### config.mk
export PLATFORM = sky130hd
export DESIGN_NAME = adc_seq_ctrl
export DESIGN_NICKNAME = d
export VERILOG_FILES = /design/src/rtl/adc_seq_ctrl.sv
export SDC_FILE = /design/constraint.sdc
export NUM_CORES = 1
export LEC_CHECK = 0
export ABC_AREA = 1
export BUFFER_PORTS_ARGS = -buffer_cell sky130_fd_sc_hd__buf_4
export CAP_MARGIN = 20
export CORE_UTILIZATION = 37
export DETAILED_ROUTE_END_ITERATION = 10
export PLACE_DENSITY_LB_ADDON = 0.08
export SKIP_LAST_GASP = 1
export SLEW_MARGIN = 20
export SYNTH_ARGS = -nofsm -noshare
export SYNTH_HDL_FRONTEND = slang
export SYNTH_SLANG_ARGS = --single-unit
### constraint.sdc
create_clock -name clk -period 3.2 [get_ports clk]
set_input_delay 0.16 -clock clk [delete_from_list [all_inputs] [get_ports clk]]
set_output_delay 0.16 -clock clk [all_outputs]
set_load 0.03 [all_outputs]
### src/rtl/adc_seq_ctrl.sv
module adc_seq_ctrl #(
  parameter int DIV_W     = 8,
  parameter int TMO_W     = 16,
  parameter int PULSE_CYC = 4,
  parameter int WAKE_CYC  = 600,
  parameter int GUARD_CYC = 30,
  parameter int BYTE_GAP  = 0
) (
  input  logic             clk,
  input  logic             rst_n,
  input  logic             start_i,
  input  logic             auto_sleep_i,
  input  logic [DIV_W-1:0] half_div_i,
  input  logic [TMO_W-1:0] busy_tmo_i,
  input  logic             busy_i,
  input  logic             sdata_i,
  output logic             convst_n_o,
  output logic             sclk_o,
  output logic             ready_o,
  output logic [11:0]      result_o,
  output logic             valid_o,
  output logic             zero_err_o,
  output logic             tmo_err_o
);
  localparam int WT = TMO_W > DIV_W ? TMO_W : DIV_W;
  localparam int WK = $clog2((WAKE_CYC > GUARD_CYC ? WAKE_CYC : GUARD_CYC) + PULSE_CYC + 1);
  localparam int CW = WT > WK ? WT : WK;
  localparam int GW = $clog2(BYTE_GAP + 2);

  typedef enum logic [2:0] {S_IDLE, S_PULSE, S_WAKE, S_WAIT, S_READ, S_GUARD} st_t;

  st_t          st;
  logic [CW-1:0] cnt;
  logic [GW-1:0] gap_q;
  logic [3:0]    nbit;
  logic [15:0]   shreg;
  logic          sleep_q, sclk_q;

  wire        half_end = cnt == CW'(half_div_i) - CW'(1);
  wire [15:0] sh_nx    = {shreg[14:0], sdata_i};

  assign convst_n_o = st != S_PULSE;
  assign sclk_o     = sclk_q;
  assign ready_o    = st == S_IDLE;

  always_ff @(posedge clk) begin
    if (!rst_n) begin
      st         <= S_IDLE;
      cnt        <= '0;
      gap_q      <= '0;
      nbit       <= '0;
      shreg      <= '0;
      sleep_q    <= 1'b0;
      sclk_q     <= 1'b0;
      result_o   <= '0;
      valid_o    <= 1'b0;
      zero_err_o <= 1'b0;
      tmo_err_o  <= 1'b0;
    end else begin
      valid_o    <= 1'b0;
      zero_err_o <= 1'b0;
      tmo_err_o  <= 1'b0;
      case (st)
        S_IDLE:
          if (start_i) begin
            st      <= S_PULSE;
            cnt     <= '0;
            sleep_q <= auto_sleep_i;
          end
        S_PULSE:
          if (cnt == CW'(PULSE_CYC - 1)) begin
            cnt <= '0;
            st  <= sleep_q ? S_WAKE : S_WAIT;
          end else cnt <= cnt + 1'b1;
        S_WAKE:
          if (cnt == CW'(WAKE_CYC - 1)) begin
            cnt <= '0;
            st  <= S_WAIT;
          end else cnt <= cnt + 1'b1;
        S_WAIT:
          if (!busy_i) begin
            st     <= S_READ;
            cnt    <= '0;
            nbit   <= '0;
            gap_q  <= '0;
            sclk_q <= 1'b0;
          end else if (cnt == CW'(busy_tmo_i) - CW'(1)) begin
            st        <= S_IDLE;
            tmo_err_o <= 1'b1;
          end else cnt <= cnt + 1'b1;
        S_READ:
          if (gap_q != '0) gap_q <= gap_q - 1'b1;
          else if (half_end) begin
            cnt    <= '0;
            sclk_q <= !sclk_q;
            if (sclk_q) begin
              shreg <= sh_nx;
              nbit  <= nbit + 1'b1;
              if (nbit == 4'd15) begin
                st         <= S_GUARD;
                valid_o    <= 1'b1;
                result_o   <= sh_nx[11:0];
                zero_err_o <= |sh_nx[15:12];
              end else if (nbit == 4'd7) gap_q <= GW'(BYTE_GAP);
            end
          end else cnt <= cnt + 1'b1;
        S_GUARD:
          if (cnt == CW'(GUARD_CYC - 1)) begin
            cnt <= '0;
            st  <= S_IDLE;
          end else cnt <= cnt + 1'b1;
        default: st <= S_IDLE;
      endcase
    end
  end
endmodule


==> results.sh, run 1 <==
export IMPL_status="finished, final reports clean"
export IMPL_pwr_share_clk=0.197
export IMPL_htree_levels=2
export IMPL_finalNonFillerCells=772
export IMPL_area_growth_pct=14.4
export IMPL_slew_viol_final=0
export IMPL_drt_met1_wl_um=4630
export IMPL_cp_start_kind="flip-flop"
export IMPL_path_common_cell="nand2_1"
export IMPL_io_pins=48
export IMPL_irDropWorstVdd_uv=323
export IMPL_leakagePower_nw=2.00
export IMPL_synth_most_common_cell="nand2_1"
export IMPL_cts_sink_count=55
export IMPL_antenna_cells=0
export IMPL_rsz0062_at_grt="false"
export IMPL_syn_num_nets=639
export IMPL_topRoutingLayerUsed="met4"
export IMPL_hp_class="in2reg"
export IMPL_worst_endpoint_arrival_ns=2.70
export IMPL_nNetsFinal=673
export IMPL_fin_worst_skew_ns=0.0128
export IMPL_clock_latency_ns=0.31
export IMPL_crit_path_max_incr_delay_ns=0.51
export IMPL_p_per_area_nw_per_um2=578
export IMPL_route_met3_wl_um=232
export IMPL_cap_viol_max_count=0
export IMPL_synth_common_cells="nand2_1 (164), nor2_1 (106), inv_1 (74), dfxtp_1 (55), nand3_1 (45)"
export IMPL_clock_root_buffer="clkbuf_8"
export IMPL_cts_max_path_buffers=2
export IMPL_yosysWarnings=0
export IMPL_post_route_period_util=0.778
export IMPL_tightestPinTransition_ns=0.490
export IMPL_grt_first_pass_wirelength_um=15000
export IMPL_synth_seq_cells=55
export IMPL_crit_fanout=13
export IMPL_clk_pin_slew_ns=0.11
export IMPL_synthTopCellsByArea="dfxtp_1 (30%), nand2_1 (17%), nor2_1 (11%)"
export IMPL_synth_area_um2=3710
export IMPL_period_minus_slack_ns=2.49
export IMPL_ant_nets=0
export IMPL_die_y_um=102
export IMPL_grt_overflow=0
export IMPL_ys_types=36
export IMPL_combPwrFrac=0.426
export IMPL_max_freq_ghz=0.402
export IMPL_portBuffers=47
export IMPL_p_switching_mw=1.05
export IMPL_grt_max_degree=47
export IMPL_row_count=36
export IMPL_grtUsageTotal=0.181
export IMPL_holdWs_ns=0.0988
export IMPL_crit_required_ns=3.41
export IMPL_vias=3615
export IMPL_antenna_found_initial=0
export IMPL_synthArstFlopShare=0
export IMPL_finalSetupViolCount=0
export IMPL_utilization=0.437
export IMPL_path_cells="ha_1 > nand2_1 > nor3_1 > nand2_1 > nand2_1 > nand2_1 > nor2_1 > nand2_1 > and3_1 > nor2_1 > nor2_1"
export IMPL_synth_edf_count=0
export IMPL_critical_path_top_delay_family="simple AND/OR/NAND/NOR gates"
export IMPL_core_area_um2=9730
export IMPL_p_int_mw=1.41
export IMPL_avgSynthCellArea_um2=6.15
export IMPL_dpl_hpwl_um=6850
export IMPL_post_cts_resize_count=0
export IMPL_tns_ns=0
export IMPL_yosysTopAreaCell="dfxtp_1"
export IMPL_dp_cells=764
export IMPL_die_area_um2=10400
export IMPL_cts_tree="done"
export IMPL_initial_core_util=0.382
export IMPL_ys_seq_area_frac=0.297
export IMPL_die_x_um=102
export IMPL_synth_top_area_frac=0.297
export IMPL_maxSlewHeadroom=0.673
export IMPL_synthCells=604
export IMPL_first_pass_iters=4
export IMPL_drive_gt1_frac=0.125
export IMPL_grt_pass1_vias=3353
export IMPL_ys_flop_type="dfxtp_1"
export IMPL_routedWlPerCell_um=11.7
export IMPL_p_seq_frac=0.377
export IMPL_place_gp_congestion=0.855
export IMPL_wl_um=9010
export IMPL_cts_setup_buffers=0
export IMPL_drt_drc_violations_left=0
export IMPL_critPathCaptureType="flip-flop"
export IMPL_routed_via_density=4.68
export IMPL_finalPower_mw=2.46
export IMPL_swShare=0.428
export IMPL_wl_met2_um=4070
export IMPL_cts_buffers=5
export IMPL_cts_hold_buf=0
export IMPL_critPathSlowestCell="dfxtp_1"
export IMPL_final_hold_viol_count=0
export IMPL_crit_type="reg2reg"
export IMPL_critPathBufInv=0
export IMPL_drt_iter0_markers=179
## cell usage in the layout, fill, tap and decap left out
master / synthesis / layout
nand3b_1: 4 / 4
and3_1: 1 / 1
inv_6: 0 / 1
nor2_1: 106 / 106
nor3_1: 6 / 6
xnor3_1: 2 / 2
bufinv_16: 0 / 1
o2111ai_1: 1 / 1
clkbuf_8: 0 / 5
ha_1: 5 / 5
nand2_4: 1 / 1
or2_2: 1 / 1
dfxtp_1: 55 / 55
nor4_1: 3 / 3
inv_2: 2 / 2
xnor2_1: 7 / 7
o21bai_1: 2 / 2
nand3_1: 45 / 45
a211oi_1: 1 / 1
nor2_2: 6 / 6
nand4_2: 1 / 1
nand4_1: 5 / 5
o21ai_1: 7 / 7
nor3_4: 1 / 1
and2_1: 1 / 1
inv_1: 74 / 74
o21ba_2: 1 / 1
inv_8: 0 / 1
a21oi_1: 29 / 29
buf_4: 3 / 49
xor2_1: 21 / 21
o21ai_2: 8 / 8
clkinv_1: 1 / 1
nand3_2: 2 / 2
o21ai_0: 19 / 19
nand2_1: 164 / 164
## flip-flops by register name (all words and copies together), names as in the netlist
name        flops
sclk_o          1
zero_err_o      1
st              3
valid_o         1
result_o       12
sleep_q         1
cnt            16
nbit            4
shreg          15
tmo_err_o       1
## logic make-up (layout without fill, tap and decap cells)
kind of cell | after synthesis | in the layout | synth area share
buffers and inverters | 99 | 134 | 0.110
XOR/XNOR | 30 | 30 | 0.0782
flip-flops | 55 | 55 | 0.297
AO/OA/AOI/OAI | 68 | 68 | 0.104
adder cells (fa/ha/maj) | 5 | 5 | 0.0169
AND/OR/NAND/NOR | 347 | 347 | 0.395
## metrics by stage
stage	setup slack, ns	instance area [um^2]
after global placement	0.792	4130
after detailed placement	0.765	4130
after CTS	0.736	4250
after floorplan	1.36	3710
after global routing	0.478	4250
final	0.710	4250
## worst register-to-register path: stages, from the launching register on
cell and delay [ns]:
dfxtp_1 0.51, ha_1 0.28, nand2_1 0.10, nor3_1 0.23, nand2_1 0.09, nand2_1 0.09
nand2_1 0.05, nor2_1 0.27, nand2_1 0.36, and3_1 0.26, nor2_1 0.08, nor2_1 0.05
## power groups by stage
stage | Sequential [mW] | Combinational (mW) | Clock [mW]
after CTS | 0.925 | 1.05 | 0.504
after floorplan | 0.848 | 0.901 | 0
final | 0.926 | 1.05 | 0.484
after detailed placement | 0.942 | 1.05 | 0
after global routing | 0.943 | 1.20 | 0.535
after global placement | 0.942 | 1.04 | 0
## worst paths after layout
check                 start         to  slack [ns]  depth (start not counted)
setup / recovery     cnt[0]     cnt[9]        0.71                         11
hold / removal      sdata_i   shreg[0]         0.1                          3
setup reg to reg     cnt[0]     cnt[9]        0.71                         11
hold reg to reg   shreg[13]  shreg[14]        0.45                          2
## cell type report
type | instances | area (um^2)
Multi-Input combinational cell | 450 | 2200
Sequential cell | 55 | 1100
Fill cell | 1071 | 5480
Inverter | 77 | 289
Tap cell | 133 | 166
Clock buffer | 5 | 68.8
Timing Repair Buffer | 49 | 368
Clock inverter | 3 | 50.0
## routing by layer
| layer | vias up | GRT usage |
|---|---|---|
| met1 | 1606 | 0.244 |
| met4 | 0 | 0.0363 |
| li1 | 1955 | - |
| met5 | - | 0 |
| met2 | 47 | 0.311 |
| met3 | 7 | 0.0219 |
No activity file was read; power rests on OpenSTA's default activity.
==> run 2: changes to the inputs <==
- clock period: 3.2 -> 2.1 ns (I/O delays scaled with it)
==> run 2 against run 1 <==
  * Sequential power grew 50%
  * First-iteration DRC count shrank 38%
  * Setup slack lost 0.56 ns
  * Clock skew shrank 0.0030 ns
  * Hold slack lost 0.073 ns
  * Sequential cell count is the same
  * Core utilization grew 3.0 points
  * Combinational power grew 85%
  * Via count grew 3.6%
  * Critical endpoint unchanged
  * Largest power group unchanged
==> results.sh, run 2 (synthesis gave the netlist of run 1 again) <==
export IMPL_utilization=0.466
export IMPL_die_area_um2=10400
export IMPL_rr_worst_depth=13
export IMPL_route_met3_wl_um=289
export IMPL_max_freq_ghz=0.512
export IMPL_slew_viol_final=0
export IMPL_die_y_um=102
export IMPL_clock_latency_ns=0.32
export IMPL_grtUsageTotal=0.187
export IMPL_period_minus_slack_ns=1.95
export IMPL_tightestPinTransition_ns=0.505
export IMPL_area_growth_pct=22.2
export IMPL_cts_tree="done"
export IMPL_antenna_found_initial=0
export IMPL_io_pins=48
export IMPL_nNetsFinal=707
export IMPL_wl_met2_um=4330
export IMPL_setup_ws_ns=0.148
export IMPL_crit_fanout=13
export IMPL_cap_viol_max_count=0
export IMPL_antenna_cells=0
export IMPL_leakagePower_nw=2.18
export IMPL_final_cell_mix="nand2_1 (163), nor2_1 (105), buf_4 (81)"
export IMPL_holdPathStages=3
export IMPL_die_x_um=102
export IMPL_vias=3746
export IMPL_hp_class="in2reg"
export IMPL_dp_cells=793
export IMPL_htree_levels=2
export IMPL_largest_reg_flops=16
export IMPL_worst_endpoint_arrival_ns=2.18
export IMPL_cts_hold_buf=0
export IMPL_clock_root_buffer="clkbuf_8"
export IMPL_portBuffers=47
export IMPL_dpl_hpwl_um=7230
export IMPL_critPathCaptureType="flip-flop"
export IMPL_drive_gt1_frac=0.198
export IMPL_first_pass_iters=4
export IMPL_cts_max_path_buffers=2
export IMPL_critPathSlowestCell="dfxtp_4"
export IMPL_finalNonFillerCells=806
export IMPL_grt_overflow=0
export IMPL_crit_required_ns=2.33
export IMPL_cts_sink_count=55
export IMPL_post_route_period_util=0.929
export IMPL_final_hold_viol_count=0
export IMPL_drt_drc_violations_left=0
export IMPL_wl_um=9440
export IMPL_status="finished, final reports clean"
export IMPL_fillers=1062
export IMPL_topRoutingLayerUsed="met4"
export IMPL_crit_path_max_incr_delay_ns=0.38
export IMPL_place_gp_congestion=0.908
export IMPL_routedWlPerCell_um=11.7
export IMPL_cp_start_kind="flip-flop"
export IMPL_holdWs_ns=0.0257
export IMPL_grt_pass1_vias=3334
export IMPL_largest_register="cnt"
export IMPL_p_per_area_nw_per_um2=879
export IMPL_pre_cts_slack_ns=-0.240
export IMPL_irDropWorstVdd_uv=613
export IMPL_finalSetupViolCount=0
export IMPL_grt_first_pass_wirelength_um=15300
export IMPL_grt_max_degree=33
export IMPL_drt_iter0_markers=111
export IMPL_core_area_um2=9730
export IMPL_clk_pin_slew_ns=0.11
export IMPL_reg_top3="cnt: 16 flops, shreg: 15 flops, result_o: 12 flops"
export IMPL_cts_buffers=5
export IMPL_routed_via_density=4.65
export IMPL_fin_worst_skew_ns=0.00979
export IMPL_path_cells="inv_1 > ha_1 > nand3_1 > nor3_1 > nand2_1 > nand2_1 > o21ai_0 > nor2_1 > nand2_1 > buf_4 > and3_1 > nor2_1 > nor2_1"
export IMPL_drt_met1_wl_um=4730
export IMPL_maxSlewHeadroom=0.663
export IMPL_ant_nets=0
export IMPL_row_count=36
export IMPL_initial_core_util=0.382
export IMPL_final_common_cell="nand2_1"
export IMPL_crit_type="reg2reg"
run 2: worst paths after layout:
kind | from | to | slack (ns)
hold / removal | sdata_i | shreg[0] | 0.03
setup / recovery | cnt[1] | cnt[9] | 0.15
hold reg to reg | sleep_q | sleep_q | 0.47
setup reg to reg | cnt[1] | cnt[9] | 0.15
run 2: final cells by class:
class	instances	area, um^2	share of cell area
multi-input combinational	450	2220	0.489
clock inverter	2	20.0	0.00441
clock buffer	6	82.6	0.0182
inverter	77	289	0.0637
sequential	55	1120	0.248
tap	133	166	0.0367
timing repair buffer	83	639	0.141
run 2: repair_timing:
| action | 4_1_cts | 5_1_grt |
|---|---|---|
| setup endpoints to repair | 1 | 32 |
| endpoints found under the hold margin | 0 | 0 |
| setup buffers | 0 | 5 |
| resized for setup | 1 | 22 |
| pin swaps | 0 | 3 |
run 2: per-stage QoR:
stage / cell area, um^2 / TNS, ns / total power, mW
floorplan: 3710 / 0 / 2.67
global placement: 4360 / -2.88 / 3.23
detailed placement: 4360 / -5.72 / 3.24
CTS: 4460 / 0 / 3.92
global route: 4540 / -0.00442 / 4.33
finish: 4540 / 0 / 3.99
run 2: power by group:
group	switching [mW]	internal (mW)
logic	1.11	0.835
registers	0.193	1.19
clock network	0.383	0.279
run 2: metal layers:
layer | global-route usage | vias to the layer above
li1 | - | 2023
met1 | 0.244 | 1662
met2 | 0.321 | 55
met3 | 0.0239 | 6
met4 | 0.0582 | 0
met5 | 0 | -
run 2: critical path, delay by kind of cell, from the launching register on:
| kind | cells | cell delay, ns |
|---|---|---|
| adder cells (fa/ha/maj) | 1 | 0.15 |
| buffers and inverters | 2 | 0.29 |
| AO/OA/AOI/OAI | 1 | 0.08 |
| flip-flops | 1 | 0.38 |
| AND/OR/NAND/NOR | 9 | 0.94 |
==> run 3: changes to the inputs <==
- clock period: 2.1 -> 2.14 ns (I/O delays scaled with it)
==> run 3 against run 2 <==
  * The run now ends with negative setup slack left
  * Count of clock-buffer cells in the layout stayed put
  * Clock skew up 0.0077 ns
  * Global-route usage grew 0.20 points
  * Die area unchanged
  * Largest power group unchanged
==> results.sh, run 3 (synthesis gave the netlist of run 1 again) <==
export IMPL_cts_sink_count=55
export IMPL_cts_max_path_buffers=2
export IMPL_nNetsFinal=702
export IMPL_final_area_um2=4580
export IMPL_maxSlewHeadroom=0.668
export IMPL_wl_met2_um=4440
export IMPL_die_x_um=102
export IMPL_area_growth_pct=23.4
export IMPL_violations="negative setup slack"
export IMPL_vias=3719
export IMPL_first_pass_iters=4
export IMPL_final_common_cell="nand2_1"
export IMPL_core_area_um2=9730
export IMPL_row_count=36
export IMPL_leakagePower_nw=2.18
export IMPL_grt_overflow=0
export IMPL_rsz0062_at_grt="true"
export IMPL_multiInputGateArea_um2=2260
export IMPL_cts_hold_buf=0
export IMPL_grt_first_pass_wirelength_um=15600
export IMPL_final_hold_viol_count=0
export IMPL_grt_pass1_vias=3369
export IMPL_setup_ws_ns=-0.00567
export IMPL_fin_worst_skew_ns=0.0175
export IMPL_crit_fanout=5
export IMPL_cap_viol_max_count=0
export IMPL_dpl_hpwl_um=7090
export IMPL_fillers=1067
export IMPL_period_minus_slack_ns=2.15
export IMPL_drt_met1_wl_um=4780
export IMPL_crit_type="reg2reg"
export IMPL_reg_top3="cnt: 16 flops, shreg: 15 flops, result_o: 12 flops"
export IMPL_portBuffers=47
export IMPL_worst_endpoint_arrival_ns=2.40
export IMPL_status="finished, violations left"
export IMPL_final_cell_mix="nand2_1 (161), nor2_1 (104), inv_1 (71)"
export IMPL_slew_viol_final=0
export IMPL_topRoutingLayerUsed="met4"
export IMPL_wl_um=9670
export IMPL_initial_core_util=0.382
export IMPL_antenna_found_initial=0
export IMPL_drive_gt1_frac=0.199
export IMPL_drt_drc_violations_left=0
export IMPL_die_y_um=102
export IMPL_largest_register="cnt"
export IMPL_antenna_cells=0
export IMPL_finalSetupViolCount=2
export IMPL_drt_iter0_markers=142
export IMPL_finalPower_mw=3.88
export IMPL_irDropWorstVdd_uv=465
export IMPL_routedWlPerCell_um=12.1
export IMPL_holdWs_ns=0.0384
export IMPL_ant_nets=0
export IMPL_critPathCaptureType="flip-flop"
export IMPL_regArea_um2=1130
export IMPL_finalNonFillerCells=801
export IMPL_tightestPinTransition_ns=0.498
export IMPL_die_area_um2=10400
export IMPL_cp_start_kind="flip-flop"
export IMPL_clock_root_buffer="clkbuf_8"
export IMPL_dpl_cell_area_um2=4290
export IMPL_route_met3_wl_um=375
export IMPL_io_pins=48
export IMPL_pre_cts_slack_ns=-0.0816
export IMPL_crit_required_ns=2.39
export IMPL_htree_levels=2
export IMPL_max_freq_ghz=0.466
export IMPL_p_per_area_nw_per_um2=846
export IMPL_routed_via_density=4.64
export IMPL_dp_cells=785
export IMPL_clk_pin_slew_ns=0.12
export IMPL_post_route_period_util=1.00
export IMPL_hp_class="in2reg"
export IMPL_cts_tree="done"
export IMPL_clock_latency_ns=0.32
export IMPL_grt_max_degree=47
export IMPL_cts_buffers=5
export IMPL_place_gp_congestion=0.926
export IMPL_largest_reg_flops=16
export IMPL_grtUsageTotal=0.189
-- run 3: cell types whose count changed in the layout (fill, tap and decap cells not counted), moves of 2 or more --
cell,previous run,this run
nand2_4,1,3
buf_6,1,6
nor2_4,1,3
buf_4,81,70
nand2_1,163,161
inv_6,0,2
-- run 3: final cells by class --
type / instances / share of cell area
Multi-Input combinational cell: 450 / 0.493
Sequential cell: 55 / 0.246
Timing Repair Buffer: 78 / 0.139
Inverter: 77 / 0.0636
Tap cell: 133 / 0.0363
Clock buffer: 6 / 0.0180
Clock inverter: 2 / 0.00382
-- run 3: repair_timing --
item / 4_1_cts / 5_1_grt
gates cloned: 0 / 2
pin swaps: 0 / 7
buffers inserted: 0 / 6
hold endpoints to repair: 0 / 0
endpoints found under the setup margin: 13 / 50
resized for setup: 1 / 44
-- run 3: report_power, final --
part | switching [mW] | total [mW] | internal (mW)
sequential | 0.200 | 1.37 | 1.17
clock | 0.374 | 0.646 | 0.272
combinational | 1.11 | 1.86 | 0.751
-- run 3: final timing paths --
kind         startpoint           to  slack (ns)  depth (start not counted)
min             sdata_i     shreg[0]        0.04                          3
max              cnt[9]  result_o[6]      -0.006                         12
min reg2reg    shreg[0]     shreg[1]        0.47                          2
max reg2reg      cnt[9]  result_o[6]      -0.006                         12
-- run 3: per-layer routing --
| layer | vias to the layer above | global-route usage |
|---|---|---|
| met1 | 1639 | 0.256 |
| met4 | 0 | 0.0429 |
| li1 | 2006 | - |
| met5 | - | 0 |
| met3 | 6 | 0.0212 |
| met2 | 68 | 0.323 |
-- run 3: worst max-delay path, cell delays in order, from the launching register on --
cell and delay (ns):
dfxtp_4 0.40, nand4_1 0.14, inv_1 0.16, nand3_1 0.09, nand2_1 0.07, inv_1 0.04, nor2_1 0.11, nand3_2 0.19
nor3_4 0.31, buf_6 0.15, nand3_4 0.11, clkbuf_16 0.20, o21ai_2 0.10
-- run 3: per-stage QoR --
| step | utilization | TNS, ns |
|---|---|---|
| finish | 0.471 | -0.00972 |
| global route | 0.471 | -2.67 |
| CTS | 0.451 | 0 |
| detailed placement | 0.441 | -0.399 |
| global placement | 0.441 | -0.0211 |
| floorplan | - | 0 |
